File: config.mk
export PLATFORM = sky130hd
export DESIGN_NAME = sreg_slave
export DESIGN_NICKNAME = d
export VERILOG_FILES = /design/src/rtl/sreg_pkg.sv /design/src/rtl/sreg_sync.sv /design/src/rtl/sreg_bitio.sv /design/src/rtl/sreg_seq.sv /design/src/rtl/sreg_slave.sv
export SDC_FILE = /design/constraint.sdc
export NUM_CORES = 1
export LEC_CHECK = 0
export BUFFER_PORTS_ARGS = -buffer_cell sky130_fd_sc_hd__buf_2
export CAP_MARGIN = 30
export CORE_MARGIN = 2
export CORE_UTILIZATION = 55
export DETAILED_ROUTE_END_ITERATION = 10
export MAX_ROUTING_LAYER = met4
export PLACE_DENSITY = 0.76
export SYNTH_ARGS = -nofsm -noshare
export SYNTH_HDL_FRONTEND = slang
export SYNTH_HIERARCHICAL = 1
export SYNTH_SLANG_ARGS = --single-unit
File: constraint.sdc
create_clock -name clk -period 3.3 [get_ports clk]
set_input_delay 0.165 -clock clk [delete_from_list [all_inputs] [get_ports clk]]
set_output_delay 0.165 -clock clk [all_outputs]
set_load 0.02 [all_outputs]
File: src/rtl/sreg_pkg.sv
package sreg_pkg;

    localparam int BYTE_W = 8;
    localparam int ADDR_W = BYTE_W - 1;

    localparam logic [BYTE_W-1:0] HDR_PAIRED  = 8'h40;
    localparam logic [BYTE_W-1:0] HDR_OVERLAP = 8'h48;
    localparam logic [BYTE_W-1:0] HDR_BURST   = 8'h43;

    typedef enum logic [1:0] {
        M_PAIRED,
        M_OVERLAP,
        M_BURST
    } mode_e;

    typedef enum logic [2:0] {
        PH_HDR,
        PH_ADDR,
        PH_WDATA,
        PH_RSLOT,
        PH_BURST,
        PH_IGNORE
    } phase_e;

    // Indices that open the FIFO window in burst framing
    function automatic logic fifo_mapped(input logic [ADDR_W-1:0] idx);
        return (idx < 7'h20) || (idx == 7'h6A) || (idx == 7'h7A);
    endfunction

endpackage

File: src/rtl/sreg_sync.sv
module sreg_sync #(
    parameter int           W       = 1,
    parameter int           STAGES  = 2,
    parameter logic [W-1:0] RST_VAL = '0
) (
    input  logic         clk,
    input  logic         rst_n,
    input  logic [W-1:0] d,
    output logic [W-1:0] q
);

    logic [STAGES-1:0][W-1:0] stage_q;

    always_ff @(posedge clk or negedge rst_n) begin
        if (!rst_n) begin
            for (int s = 0; s < STAGES; s++) stage_q[s] <= RST_VAL;
        end else begin
            stage_q[0] <= d;
            for (int s = 1; s < STAGES; s++) stage_q[s] <= stage_q[s-1];
        end
    end

    assign q = stage_q[STAGES-1];

endmodule

File: src/rtl/sreg_bitio.sv
module sreg_bitio
    import sreg_pkg::*;
(
    input  logic              clk,
    input  logic              rst_n,
    input  logic              cs_act,
    input  logic              sclk_s,
    input  logic              sdi_s,
    input  logic              load_en,
    input  logic [BYTE_W-1:0] load_data,
    output logic              byte_done,
    output logic [BYTE_W-1:0] rx_byte,
    output logic              sdo,
    output logic              sdo_oe
);

    localparam int CNT_W = $clog2(BYTE_W);
    localparam logic [CNT_W-1:0] LAST_BIT = CNT_W'(BYTE_W - 1);

    typedef struct packed {
        logic              sclk_prev;
        logic [CNT_W-1:0]  cnt;
        logic [BYTE_W-2:0] rx;
        logic [BYTE_W-1:0] tx;
        logic              pend;
        logic              oe;
        logic              out;
    } bit_st_t;

    bit_st_t bit_d, bit_q;
    logic    rise, fall;

    always_comb begin
        rise      = cs_act & sclk_s & ~bit_q.sclk_prev;
        fall      = cs_act & ~sclk_s & bit_q.sclk_prev;
        byte_done = rise && (bit_q.cnt == LAST_BIT);
        rx_byte   = {bit_q.rx, sdi_s};

        bit_d           = bit_q;
        bit_d.sclk_prev = sclk_s;

        if (!cs_act) begin
            bit_d.cnt  = '0;
            bit_d.pend = 1'b0;
            bit_d.oe   = 1'b0;
            bit_d.out  = 1'b0;
        end else begin
            if (rise) begin
                bit_d.cnt = bit_q.cnt + 1'b1;
                bit_d.rx  = {bit_q.rx[BYTE_W-3:0], sdi_s};
            end
            if (fall) begin
                if (bit_q.cnt == '0) begin
                    // falling edge that opens a new byte slot
                    if (bit_q.pend) begin
                        bit_d.oe   = 1'b1;
                        bit_d.out  = bit_q.tx[BYTE_W-1];
                        bit_d.tx   = {bit_q.tx[BYTE_W-2:0], 1'b0};
                        bit_d.pend = 1'b0;
                    end else begin
                        bit_d.oe = 1'b0;
                    end
                end else if (bit_q.oe) begin
                    bit_d.out = bit_q.tx[BYTE_W-1];
                    bit_d.tx  = {bit_q.tx[BYTE_W-2:0], 1'b0};
                end
            end
            if (load_en) begin
                bit_d.tx   = load_data;
                bit_d.pend = 1'b1;
            end
        end
    end

    always_ff @(posedge clk or negedge rst_n) begin
        if (!rst_n) bit_q <= '0;
        else        bit_q <= bit_d;
    end

    assign sdo    = bit_q.out;
    assign sdo_oe = bit_q.oe;

endmodule

File: src/rtl/sreg_seq.sv
module sreg_seq
    import sreg_pkg::*;
#(
    parameter int PTR_W = 5
) (
    input  logic              clk,
    input  logic              rst_n,
    input  logic              cs_act,
    input  logic              byte_done,
    input  logic [BYTE_W-1:0] rx_byte,
    output logic              reg_wr,
    output logic              reg_rd,
    output logic [ADDR_W-1:0] reg_addr,
    output logic [BYTE_W-1:0] reg_wdata,
    output logic              fifo_sel,
    output logic [PTR_W-1:0]  fifo_ptr,
    output phase_e            phase
);

    typedef struct packed {
        phase_e            phase;
        mode_e             mode;
        logic              is_rd;
        logic [ADDR_W-1:0] addr;
        logic              fsel;
        logic [PTR_W-1:0]  ptr;
        logic [PTR_W-1:0]  sptr;
        logic              wr;
        logic              rd;
        logic [BYTE_W-1:0] wdata;
    } seq_st_t;

    seq_st_t seq_d, seq_q;
    logic    mapped;

    always_comb begin
        seq_d    = seq_q;
        seq_d.wr = 1'b0;
        seq_d.rd = 1'b0;
        mapped   = fifo_mapped(rx_byte[ADDR_W-1:0]);

        if (!cs_act) begin
            seq_d.phase = PH_HDR;
        end else if (byte_done) begin
            unique case (seq_q.phase)
                PH_HDR: begin
                    seq_d.phase = PH_ADDR;
                    if (rx_byte == HDR_PAIRED) begin
                        seq_d.mode = M_PAIRED;
                    end else if (rx_byte == HDR_OVERLAP) begin
                        seq_d.mode = M_OVERLAP;
                    end else if (rx_byte == HDR_BURST) begin
                        seq_d.mode = M_BURST;
                        seq_d.ptr  = '0;
                    end else begin
                        seq_d.phase = PH_IGNORE;
                    end
                end
                PH_ADDR: begin
                    seq_d.addr  = rx_byte[ADDR_W-1:0];
                    seq_d.is_rd = rx_byte[BYTE_W-1];
                    seq_d.fsel  = (seq_q.mode == M_BURST) && mapped;
                    if (seq_q.mode == M_BURST)      seq_d.phase = PH_BURST;
                    else if (!rx_byte[BYTE_W-1])    seq_d.phase = PH_WDATA;
                    else if (seq_q.mode == M_PAIRED) seq_d.phase = PH_RSLOT;
                    else                            seq_d.phase = PH_ADDR;
                    if (rx_byte[BYTE_W-1]) begin
                        seq_d.rd = 1'b1;
                        if (seq_d.fsel) begin
                            seq_d.sptr = seq_q.ptr;
                            seq_d.ptr  = seq_q.ptr + 1'b1;
                        end
                    end
                end
                PH_WDATA: begin
                    seq_d.wr    = 1'b1;
                    seq_d.wdata = rx_byte;
                    seq_d.phase = PH_ADDR;
                end
                PH_RSLOT: begin
                    seq_d.phase = PH_ADDR;
                end
                PH_BURST: begin
                    if (seq_q.is_rd) begin
                        seq_d.rd = 1'b1;
                    end else begin
                        seq_d.wr    = 1'b1;
                        seq_d.wdata = rx_byte;
                    end
                    if (seq_q.fsel) begin
                        seq_d.sptr = seq_q.ptr;
                        seq_d.ptr  = seq_q.ptr + 1'b1;
                    end
                end
                default: ;
            endcase
        end
    end

    always_ff @(posedge clk or negedge rst_n) begin
        if (!rst_n) begin
            seq_q       <= '0;
            seq_q.phase <= PH_HDR;
            seq_q.mode  <= M_PAIRED;
        end else begin
            seq_q <= seq_d;
        end
    end

    assign reg_wr    = seq_q.wr;
    assign reg_rd    = seq_q.rd;
    assign reg_addr  = seq_q.addr;
    assign reg_wdata = seq_q.wdata;
    assign fifo_sel  = seq_q.fsel;
    assign fifo_ptr  = seq_q.sptr;
    assign phase     = seq_q.phase;

endmodule

File: src/rtl/sreg_slave.sv
module sreg_slave
    import sreg_pkg::*;
#(
    parameter int PTR_W       = 5,
    parameter int SYNC_STAGES = 2
) (
    input  logic              clk,
    input  logic              rst_n,
    input  logic              cs_n,
    input  logic              sclk,
    input  logic              sdi,
    output logic              sdo,
    output logic              sdo_oe,
    output logic              reg_wr,
    output logic              reg_rd,
    output logic [ADDR_W-1:0] reg_addr,
    output logic [BYTE_W-1:0] reg_wdata,
    input  logic [BYTE_W-1:0] reg_rdata,
    output logic              fifo_sel,
    output logic [PTR_W-1:0]  fifo_ptr
);

    logic [2:0]        line_s;
    logic              cs_act;
    logic              byte_done;
    logic [BYTE_W-1:0] rx_byte;
    logic              rd_dly_d, rd_dly_q;
    phase_e            seq_phase;

    sreg_sync #(
        .W       (3),
        .STAGES  (SYNC_STAGES),
        .RST_VAL (3'b100)
    ) u_sync (
        .clk   (clk),
        .rst_n (rst_n),
        .d     ({cs_n, sclk, sdi}),
        .q     (line_s)
    );

    assign cs_act = ~line_s[2];

    sreg_bitio u_bitio (
        .clk       (clk),
        .rst_n     (rst_n),
        .cs_act    (cs_act),
        .sclk_s    (line_s[1]),
        .sdi_s     (line_s[0]),
        .load_en   (rd_dly_q),
        .load_data (reg_rdata),
        .byte_done (byte_done),
        .rx_byte   (rx_byte),
        .sdo       (sdo),
        .sdo_oe    (sdo_oe)
    );

    sreg_seq #(
        .PTR_W (PTR_W)
    ) u_seq (
        .clk       (clk),
        .rst_n     (rst_n),
        .cs_act    (cs_act),
        .byte_done (byte_done),
        .rx_byte   (rx_byte),
        .reg_wr    (reg_wr),
        .reg_rd    (reg_rd),
        .reg_addr  (reg_addr),
        .reg_wdata (reg_wdata),
        .fifo_sel  (fifo_sel),
        .fifo_ptr  (fifo_ptr),
        .phase     (seq_phase)
    );

    // Read data returns one clock after the strobe; capture it then
    always_comb rd_dly_d = reg_rd & cs_act;

    always_ff @(posedge clk or negedge rst_n) begin
        if (!rst_n) rd_dly_q <= 1'b0;
        else        rd_dly_q <= rd_dly_d;
    end

endmodule

==> results.sh, run 1 <==
export IMPL_status="finished clean"
export IMPL_crit_start="u_bitio/rx_byte[7]"
export IMPL_synthCells=287
export IMPL_die_x_um=80.3
export IMPL_path_class="flip-flop to flip-flop"
export IMPL_setup_tns_ps=0
export IMPL_clk_pin_slew_ps=70
export IMPL_first_pass_iters=4
export IMPL_tritoncts_num_buffers=9
export IMPL_worst_slew_pin_transition_ps=837
export IMPL_endpoint_kind="flip-flop"
export IMPL_hold_violations=0
export IMPL_fill_cells=446
export IMPL_maxCapViolCount=0
export IMPL_fin_crit_ps=2230
export IMPL_gp_congestion=0.813
export IMPL_ant_nets=0
export IMPL_required_ps=3510
export IMPL_cpMaxStageDelayCell="or4b_1"
export IMPL_grt_pass1_wl_um=9000
export IMPL_clock_latency_ps=330
export IMPL_ff2ff_setup_slack_ps=1070
export IMPL_setup_violations=0
export IMPL_clk_path_buf_depth=2
export IMPL_synth_nets=304
export IMPL_first_iter_violations=92
export IMPL_clock_tree_root_cell="clkbuf_8"
export IMPL_period_share=0.676
export IMPL_wl_per_cell_um=14.0
export IMPL_ios=38
export IMPL_start_kind="flip-flop"
export IMPL_layout_area_seq_um2=1580
export IMPL_tritoncts="yes"
export IMPL_dp_hpwl_um=3610
export IMPL_drc=0
export IMPL_grt_pass1_vias=2001
export IMPL_cts_setup_buffers=0
export IMPL_areaGrowthSynthToFinish_pct=7.38
export IMPL_postPlaceCellArea_um2=3190
export IMPL_cp_cell_sequence="or4b_1, o31ai_1, and3_2, and3_4, mux2_4"
export IMPL_initial_utilization=0.575
export IMPL_multi_input_area_um2=1280
export IMPL_core_area_um2=5570
export IMPL_antenna_found_initial=0
export IMPL_grt_start_max_net_pins=39
export IMPL_overflow=0
export IMPL_setup_worst_path_end="u_seq/fifo_ptr[3]"
export IMPL_critPathArrivalTime_ps=2440
export IMPL_postSynthAreaPerCell_um2=11.2
export IMPL_finClkSkew_ps=9.58
export IMPL_port_buffers=37
export IMPL_min_path_type="input pin to flip-flop"
export IMPL_p_leak_uw=0.00166
export IMPL_via_per_inst=5.43
export IMPL_drive_gt1_frac=0.295
export IMPL_via_count=2030
export IMPL_grt_usage=0.188
export IMPL_row_count=27
export IMPL_insertedDiodeCount=0
export IMPL_max_stage_delay_ps=540
export IMPL_htree_levels=3
export IMPL_syn_area_um2=3210
export IMPL_report_final_slew_viol_count=0
export IMPL_worst_path_max_fanout=9
export IMPL_fmax_mhz=448
export IMPL_finalInstanceArea_um2=3440
export IMPL_worst_r2r_endpoint="u_seq/fifo_ptr[3]"
export IMPL_slew_headroom=0.442
export IMPL_reg2reg_depth=5
export IMPL_rsz0062_at_grt="false"
export IMPL_cts_sinks=63
export IMPL_yosys_warnings=6
export IMPL_r2r_start="u_bitio/rx_byte[7]"
export IMPL_die_area_um2=6460
export IMPL_nNetsFinal=315
export IMPL_die_h_um=80.3
export IMPL_peakVddDrop_uv=342
export IMPL_p_per_area_nw_per_um2=500
export IMPL_drt_total_wl_um=5230
## metrics by stage
step | total power, µW | worst slack, ps | hold WS, ps | cells | utilization
floorplan | 1010 | 909 | -131 | 287 | -
global placement | 1020 | 1130 | 274 | 355 | 0.572
detailed placement | 1020 | 1080 | 274 | 355 | 0.572
CTS | 1740 | 1070 | 55.7 | 374 | 0.618
global route | 1810 | 875 | 68.6 | 374 | 0.618
finish | 1720 | 1070 | 68.4 | 374 | 0.618
## placed cells by master (no fill, tap or decap), types with 3 or more instances in the layout
master,instances
mux2_2,15
a21oi_1,11
o211ai_2,6
nand2_1,21
dlygate4sd3_1,4
mux2_1,7
inv_1,10
buf_2,37
nand3_1,7
mux2i_1,4
nand2b_1,10
o21ai_1,3
a22o_1,3
nor2_1,16
clkbuf_8,10
mux2_4,6
nor2b_1,14
ha_1,4
o21ai_0,7
nand3b_1,4
dfrtp_1,61
buf_4,3
## worst min path at each step
stage                       startpoint           endpoint  cells after the start
final                     reg_rdata[3]   u_bitio/bit_q[6]                      3
after global routing      reg_rdata[4]   u_bitio/bit_q[7]                      3
after CTS                 reg_rdata[2]   u_bitio/bit_q[5]                      3
after detailed placement           sdi  u_sync/stage_q[0]                      1
after global placement             sdi  u_sync/stage_q[0]                      1
after floorplan                  rst_n           rd_dly_q                      0
## worst max-delay path, delay by kind of cell (launching register included)
kind,cells,cell delay (ps)
flip-flops,1,450
multiplexers,1,310
AO/OA/AOI/OAI,1,240
AND/OR/NAND/NOR,3,1110
## what timing repair did
item                                   in CTS  in global routing
hold buffers                                4                  0
setup endpoints to repair                   0                  0
endpoints found under the hold margin      38                  0
gates resized for setup                     0                  0
## cell type report
class                           instances  share of cell area
Tap cell                               72              0.0262
Sequential cell                        63               0.459
Multi-Input combinational cell        170               0.371
Timing Repair Buffer                   44              0.0720
Clock buffer                           11              0.0411
Clock inverter                          4              0.0204
Inverter                               10              0.0109
## routing by layer
layer	routed length (µm)	up-vias	share of wire	GRT usage
li1	-	976	-	-
met1	2280	997	0.44	0.228
met2	2630	52	0.50	0.297
met3	268	5	0.051	0.0528
met4	42	0	0.0080	0.0797
met5	0	-	0	-
## state kept, by name (all words and copies together), names as in the netlist
signal,flops
u_bitio/sdo,1
u_bitio/bit_q,13
u_bitio/rx_byte,7
u_seq/phase,3
u_bitio/sdo_oe,1
u_seq/fifo_sel,1
u_seq/reg_addr,7
u_seq/reg_rd,1
u_seq/reg_wdata,8
u_sync/stage_q,3
u_sync/q,3
u_seq/reg_wr,1
u_seq/fifo_ptr,5
u_seq/seq_q,8
rd_dly_q,1
## report_power, final
part / total [µW] / internal, µW / leakage, µW / switching (µW)
clock: 710 / 439 / 0.000109 / 271
combinational: 130 / 63.6 / 0.000746 / 66.3
sequential: 880 / 814 / 0.000808 / 65.7
total: 1720 / 1320 / 0.00166 / 403
Note: power is estimated with default switching activity, not from simulation.
==> inputs of run 2 (changes only) <==
--- a/config.mk
+++ b/config.mk
@@ -5,13 +5,14 @@
 export SDC_FILE = /design/constraint.sdc
 export NUM_CORES = 1
 export LEC_CHECK = 0
+export ABC_AREA = 1
 export BUFFER_PORTS_ARGS = -buffer_cell sky130_fd_sc_hd__buf_2
 export CAP_MARGIN = 30
 export CORE_MARGIN = 2
-export CORE_UTILIZATION = 55
+export CORE_UTILIZATION = 52
 export DETAILED_ROUTE_END_ITERATION = 10
 export MAX_ROUTING_LAYER = met4
-export PLACE_DENSITY = 0.76
+export PLACE_DENSITY = 0.75
 export SYNTH_ARGS = -nofsm -noshare
 export SYNTH_HDL_FRONTEND = slang
 export SYNTH_HIERARCHICAL = 1
==> constraint.sdc (replaced) <==
create_clock -name clk -period 2 [get_ports clk]
set_input_delay 0.1 -clock clk [delete_from_list [all_inputs] [get_ports clk]]
set_output_delay 0.1 -clock clk [all_outputs]
set_load 0.02 [all_outputs]
==> run 2 against run 1 <==
Against the previous run: critical path depth is 4 higher; die area is 5.6% higher; critical endpoint is now u_seq/seq_q[19]; fmax is 20% higher; synthesized area hardly changed; clock skew hardly changed; critical path type unchanged; sequential share of layout area is 0.25 points lower; via count is 12% higher; cell area is 0.55% higher; combinational power is 150% higher; cell count is 24% higher.
==> results.sh, run 2 <==
export IMPL_hold_violations=0
export IMPL_fin_crit_ps=1850
export IMPL_wl_per_cell_um=12.3
export IMPL_status="finished clean"
export IMPL_tritoncts_num_buffers=9
export IMPL_die_x_um=82.5
export IMPL_synth_nets=381
export IMPL_die_h_um=82.5
export IMPL_postPlaceCellArea_um2=3230
export IMPL_reg2reg_depth=9
export IMPL_worst_path_max_fanout=10
export IMPL_setup_tns_ps=0
export IMPL_initial_utilization=0.539
export IMPL_syn_area_um2=3210
export IMPL_fmax_mhz=540
export IMPL_p_leak_uw=0.00185
export IMPL_cts_setup_buffers=0
export IMPL_drc=0
export IMPL_clk_pin_slew_ps=70
export IMPL_min_to="u_bitio/bit_q[6]"
export IMPL_gp_congestion=0.920
export IMPL_endpoint_kind="flip-flop"
export IMPL_topRoutingLayerUsed="met4"
export IMPL_hold_start="reg_rdata[3]"
export IMPL_yosys_warnings=6
export IMPL_ant_nets=0
export IMPL_areaGrowthSynthToFinish_pct=7.88
export IMPL_maxCapViolCount=0
export IMPL_worst_r2r_endpoint="u_seq/seq_q[19]"
export IMPL_report_final_slew_viol_count=0
export IMPL_final_cell_mix="nand2_1 (119), dfrtp_1 (61), buf_2 (37)"
export IMPL_insertedDiodeCount=0
export IMPL_cts_sinks=63
export IMPL_die_area_um2=6810
export IMPL_layout_area_seq_um2=1580
export IMPL_nNetsFinal=401
export IMPL_min_path_type="input pin to flip-flop"
export IMPL_first_iter_violations=124
export IMPL_clock_tree_root_cell="clkbuf_8"
export IMPL_final_util=0.581
export IMPL_ios=38
export IMPL_hold_ws_ps=96.0
export IMPL_tritoncts="yes"
export IMPL_first_pass_iters=4
export IMPL_rsz0062_at_grt="false"
export IMPL_r2r_start="u_sync/q[1]"
export IMPL_overflow=0
export IMPL_dr_wl_met3_um=191
export IMPL_path_class="flip-flop to flip-flop"
export IMPL_period_share=0.926
export IMPL_finalInstanceArea_um2=3460
export IMPL_multi_input_area_um2=1210
export IMPL_peakVddDrop_uv=472
export IMPL_finClkSkew_ps=9.86
export IMPL_wl_met2_um=2750
export IMPL_final_common_cell="nand2_1"
export IMPL_drt_total_wl_um=5720
export IMPL_worst_slew_pin_transition_ps=365
export IMPL_antenna_found_initial=0
export IMPL_worst_hold_path_num_cells=5
export IMPL_postSynthAreaPerCell_um2=8.81
export IMPL_clock_latency_ps=330
export IMPL_clk_path_buf_depth=2
export IMPL_wl_met1_um=2710
export IMPL_setup_violations=0
export IMPL_largest_register="u_bitio/bit_q"
export IMPL_grt_start_max_net_pins=30
export IMPL_p_per_area_nw_per_um2=815
export IMPL_fill_cells=543
export IMPL_grt_usage=0.194
export IMPL_dp_hpwl_um=4000
export IMPL_via_per_inst=4.93
export IMPL_start_kind="flip-flop"
export IMPL_grt_pass1_vias=2227
export IMPL_grt_pass1_wl_um=9720
export IMPL_largest_register_ffs=13
export IMPL_ff2ff_setup_slack_ps=150
export IMPL_p_total_uw=2820
export IMPL_drive_gt1_frac=0.229
export IMPL_synthCells=364
export IMPL_htree_levels=3
export IMPL_port_buffers=37
export IMPL_row_count=28
export IMPL_via_count=2281
export IMPL_critPathArrivalTime_ps=2070
export IMPL_slew_headroom=0.756
export IMPL_core_area_um2=5960
export IMPL_required_ps=2220
-- run 2: worst max-delay path by stage --
stage                          to        start
2_1_floorplan     u_seq/seq_q[17]  u_sync/q[2]
3_3_place_gp   u_seq/reg_wdata[5]  u_sync/q[1]
3_5_place_dp   u_seq/reg_wdata[7]  u_sync/q[1]
4_1_cts        u_seq/reg_wdata[7]  u_sync/q[1]
5_1_grt         u_seq/fifo_ptr[1]  u_sync/q[1]
6_report          u_seq/seq_q[19]  u_sync/q[1]
-- run 2: per-stage QoR --
stage | worst slack, ps | cells
after floorplan | 262 | 364
after global placement | 319 | 443
after detailed placement | 204 | 443
after CTS | 191 | 463
after global routing | 15.3 | 463
final | 149 | 463
-- run 2: cell type report --
cell class / instances / share of cell area
clock buffer: 11 / 0.0380
tap: 75 / 0.0271
inverter: 35 / 0.0394
timing repair buffer: 45 / 0.0745
sequential: 63 / 0.456
clock inverter: 4 / 0.0137
multi-input combinational: 230 / 0.351
-- run 2: timing repair --
| item | in CTS | in global routing |
|---|---|---|
| endpoints found under the setup margin | 0 | 1 |
| gates resized for setup | 0 | 1 |
| endpoints found under the hold margin | 34 | 0 |
| hold buffers | 5 | 0 |
-- run 2: critical path, stage by stage, from the launching register on --
cell     delay, ps
dfrtp_1        510
nand3_4        200
nor2_1         190
nand2_1        130
inv_1          180
nand3_4        130
nor2_2         160
nand2_2        100
nand2_1         80
nand2_1         60
-- run 2: power by group --
group / internal (µW) / total, µW / switching [µW]
Sequential: 1380 / 1460 / 79.8
Clock: 565 / 1030 / 468
Combinational: 119 / 323 / 203
-- run 2: layer usage --
layer | vias up | track usage
met5 | - | -
met4 | 0 | 0.0738
li1 | 1167 | -
met2 | 36 | 0.297
met1 | 1072 | 0.247
met3 | 6 | 0.0533
==> inputs of run 3 (changes only) <==
--- a/config.mk
+++ b/config.mk
@@ -8,11 +8,13 @@
 export ABC_AREA = 1
 export BUFFER_PORTS_ARGS = -buffer_cell sky130_fd_sc_hd__buf_2
 export CAP_MARGIN = 30
+export CELL_PAD_IN_SITES_DETAIL_PLACEMENT = 1
+export CELL_PAD_IN_SITES_GLOBAL_PLACEMENT = 1
 export CORE_MARGIN = 2
-export CORE_UTILIZATION = 52
+export CORE_UTILIZATION = 40
 export DETAILED_ROUTE_END_ITERATION = 10
 export MAX_ROUTING_LAYER = met4
-export PLACE_DENSITY = 0.75
+export PLACE_DENSITY_LB_ADDON = 0.1
 export SYNTH_ARGS = -nofsm -noshare
 export SYNTH_HDL_FRONTEND = slang
 export SYNTH_HIERARCHICAL = 1
==> run 3 against run 2 <==
Against the previous run: clock skew rose by 1.5 ps; fmax grew 4.9%; first-iteration DRC count decreased by 49%; sequential power hardly changed; cell area rose by 0.43%; clock power decreased by 11%; wire length up 20%; combinational power rose by 3%; critical path type unchanged; largest power group unchanged; highest routed layer unchanged.
==> results.sh, run 3 (synthesis gave the netlist of run 2 again) <==
export IMPL_report_final_slew_viol_count=0
export IMPL_worst_path_max_fanout=17
export IMPL_areaGrowthSynthToFinish_pct=8.35
export IMPL_finClkSkew_ps=11.4
export IMPL_grt_usage=0.177
export IMPL_grt_pass1_wl_um=11800
export IMPL_setup_tns_ps=0
export IMPL_worst_slew_pin_transition_ps=444
export IMPL_peakVddDrop_uv=417
export IMPL_antenna_found_initial=0
export IMPL_ff2ff_setup_slack_ps=230
export IMPL_min_to="u_bitio/bit_q[7]"
export IMPL_fin_crit_ps=1770
export IMPL_port_buffers=37
export IMPL_power_share_sequential=0.542
export IMPL_r2r_start="u_bitio/bit_q[18]"
export IMPL_hold_start="reg_rdata[4]"
export IMPL_comb_power_share=0.123
export IMPL_ant_nets=0
export IMPL_htree_levels=3
export IMPL_nNetsFinal=402
export IMPL_die_x_um=93.6
export IMPL_dp_slack_ps=232
export IMPL_tritoncts="yes"
export IMPL_p_leak_uw=0.00183
export IMPL_p_clk_frac=0.336
export IMPL_ios=38
export IMPL_swShare=0.285
export IMPL_p_per_area_nw_per_um2=781
export IMPL_power_switching_uw=775
export IMPL_grt_pass1_vias=2462
export IMPL_maxCapViolCount=0
export IMPL_status="finished clean"
export IMPL_final_common_cell="nand2_1"
export IMPL_clock_tree_root_cell="clkbuf_8"
export IMPL_rsz0062_at_grt="false"
export IMPL_core_area_um2=7770
export IMPL_worst_path_buf_inv=2
export IMPL_worst_r2r_endpoint="u_seq/reg_wdata[2]"
export IMPL_max_stage_delay_ps=370
export IMPL_first_iter_violations=63
export IMPL_min_path_type="input pin to flip-flop"
export IMPL_cpMaxStageDelayCell="dfrtp_1"
export IMPL_grt_start_max_net_pins=30
export IMPL_endpoint_kind="flip-flop"
export IMPL_first_pass_iters=4
export IMPL_clock_latency_ps=340
export IMPL_worst_hold_path_num_cells=5
export IMPL_row_count=32
export IMPL_critPathArrivalTime_ps=1980
export IMPL_p_int_uw=1940
export IMPL_die_h_um=93.6
export IMPL_fin_ws_ps=235
export IMPL_overflow=0
export IMPL_final_cell_mix="nand2_1 (119), dfrtp_1 (61), buf_2 (37)"
export IMPL_drive_gt1_frac=0.227
export IMPL_tritoncts_num_buffers=9
export IMPL_final_util=0.447
export IMPL_dp_hpwl_um=4760
export IMPL_drt_total_wl_um=6830
export IMPL_clk_path_buf_depth=2
export IMPL_gp_congestion=0.783
export IMPL_hold_violations=0
export IMPL_path_class="flip-flop to flip-flop"
export IMPL_cp_cell_sequence="ha_1, ha_1, inv_1, nor2_1, nand2_1, inv_1, nand2_2, nand2_1, o21ai_2"
export IMPL_largest_register_ffs=13
export IMPL_reg2reg_depth=9
export IMPL_multi_input_area_um2=1210
export IMPL_insertedDiodeCount=0
export IMPL_clk_pin_slew_ps=70
export IMPL_start_kind="flip-flop"
export IMPL_via_count=2347
export IMPL_drc=0
export IMPL_path_delay_family="simple AND/OR/NAND/NOR gates"
export IMPL_cts_resized=0
export IMPL_cts_sinks=63
export IMPL_initial_utilization=0.413
export IMPL_fmax_mhz=566
export IMPL_fill_cells=948
export IMPL_die_area_um2=8750
export IMPL_layout_area_seq_um2=1580
export IMPL_slew_headroom=0.704
export IMPL_wl_per_cell_um=13.9
export IMPL_setup_violations=0
export IMPL_via_per_inst=4.79
export IMPL_period_share=0.883
export IMPL_required_ps=2220
export IMPL_largest_register="u_bitio/bit_q"
[run 3: cell types whose count changed in the layout (fill, tap and decap cells not counted)]
cell	delta
buf_12	+1
bufinv_16	-1
clkbuf_1	+1
clkinvlp_4	-1
nand2_2	+1
nand2_4	-1
[run 3: through the flow]
stage | hold WS, ps | cells | power [µW] | cell area (µm²)
2_1_floorplan | -196 | 364 | 1750 | 3210
3_3_place_gp | 77.6 | 471 | 1810 | 3280
3_5_place_dp | 74.9 | 471 | 1820 | 3280
4_1_cts | 73.6 | 490 | 2760 | 3480
5_1_grt | 126 | 490 | 2880 | 3480
6_report | 81.5 | 490 | 2720 | 3480
[run 3: what timing repair did]
item	in CTS	in global routing
hold buffers	5	0
hold endpoints to repair	18	0
setup buffers	0	0
[run 3: final cells by class]
type	instances	share of cell area
multi-input combinational	230	0.348
clock buffer	12	0.0389
inverter	35	0.0392
timing repair buffer	46	0.0799
clock inverter	2	0.00288
sequential	63	0.454
tap	102	0.0367
[run 3: worst max path at each step]
stage / startpoint / endpoint / slack [ps] / cells after the start
detailed placement: u_bitio/bit_q[18] / u_seq/fifo_ptr[4] / 230 / 11
floorplan: u_sync/q[2] / u_seq/seq_q[17] / 260 / 12
finish: u_bitio/bit_q[18] / u_seq/reg_wdata[2] / 230 / 9
global placement: u_bitio/bit_q[18] / u_seq/reg_wdata[6] / 340 / 9
CTS: u_bitio/bit_q[18] / u_seq/reg_wdata[2] / 190 / 9
global route: u_bitio/bit_q[18] / u_seq/reg_wdata[2] / 20 / 9
[run 3: worst register-to-register path, cell delays in order (launching register included)]
cell and delay, ps:
dfrtp_1 370, ha_1 160, ha_1 150, inv_1 40, nor2_1 150, nand2_1 140
inv_1 140, nand2_2 260, nand2_1 180, o21ai_2 60
[run 3: metal layers]
metal / track usage / wire, µm
met5: - / 0
met4: 0.0616 / 113
met3: 0.0314 / 178
met2: 0.278 / 3120
met1: 0.231 / 3420
[run 3: power groups by stage]
stage	registers (µW)	clock network [µW]	logic, µW
after floorplan	1460	0	290
after global placement	1490	0	319
after detailed placement	1490	0	329
after CTS	1470	947	339
after global routing	1490	992	399
final	1470	912	333
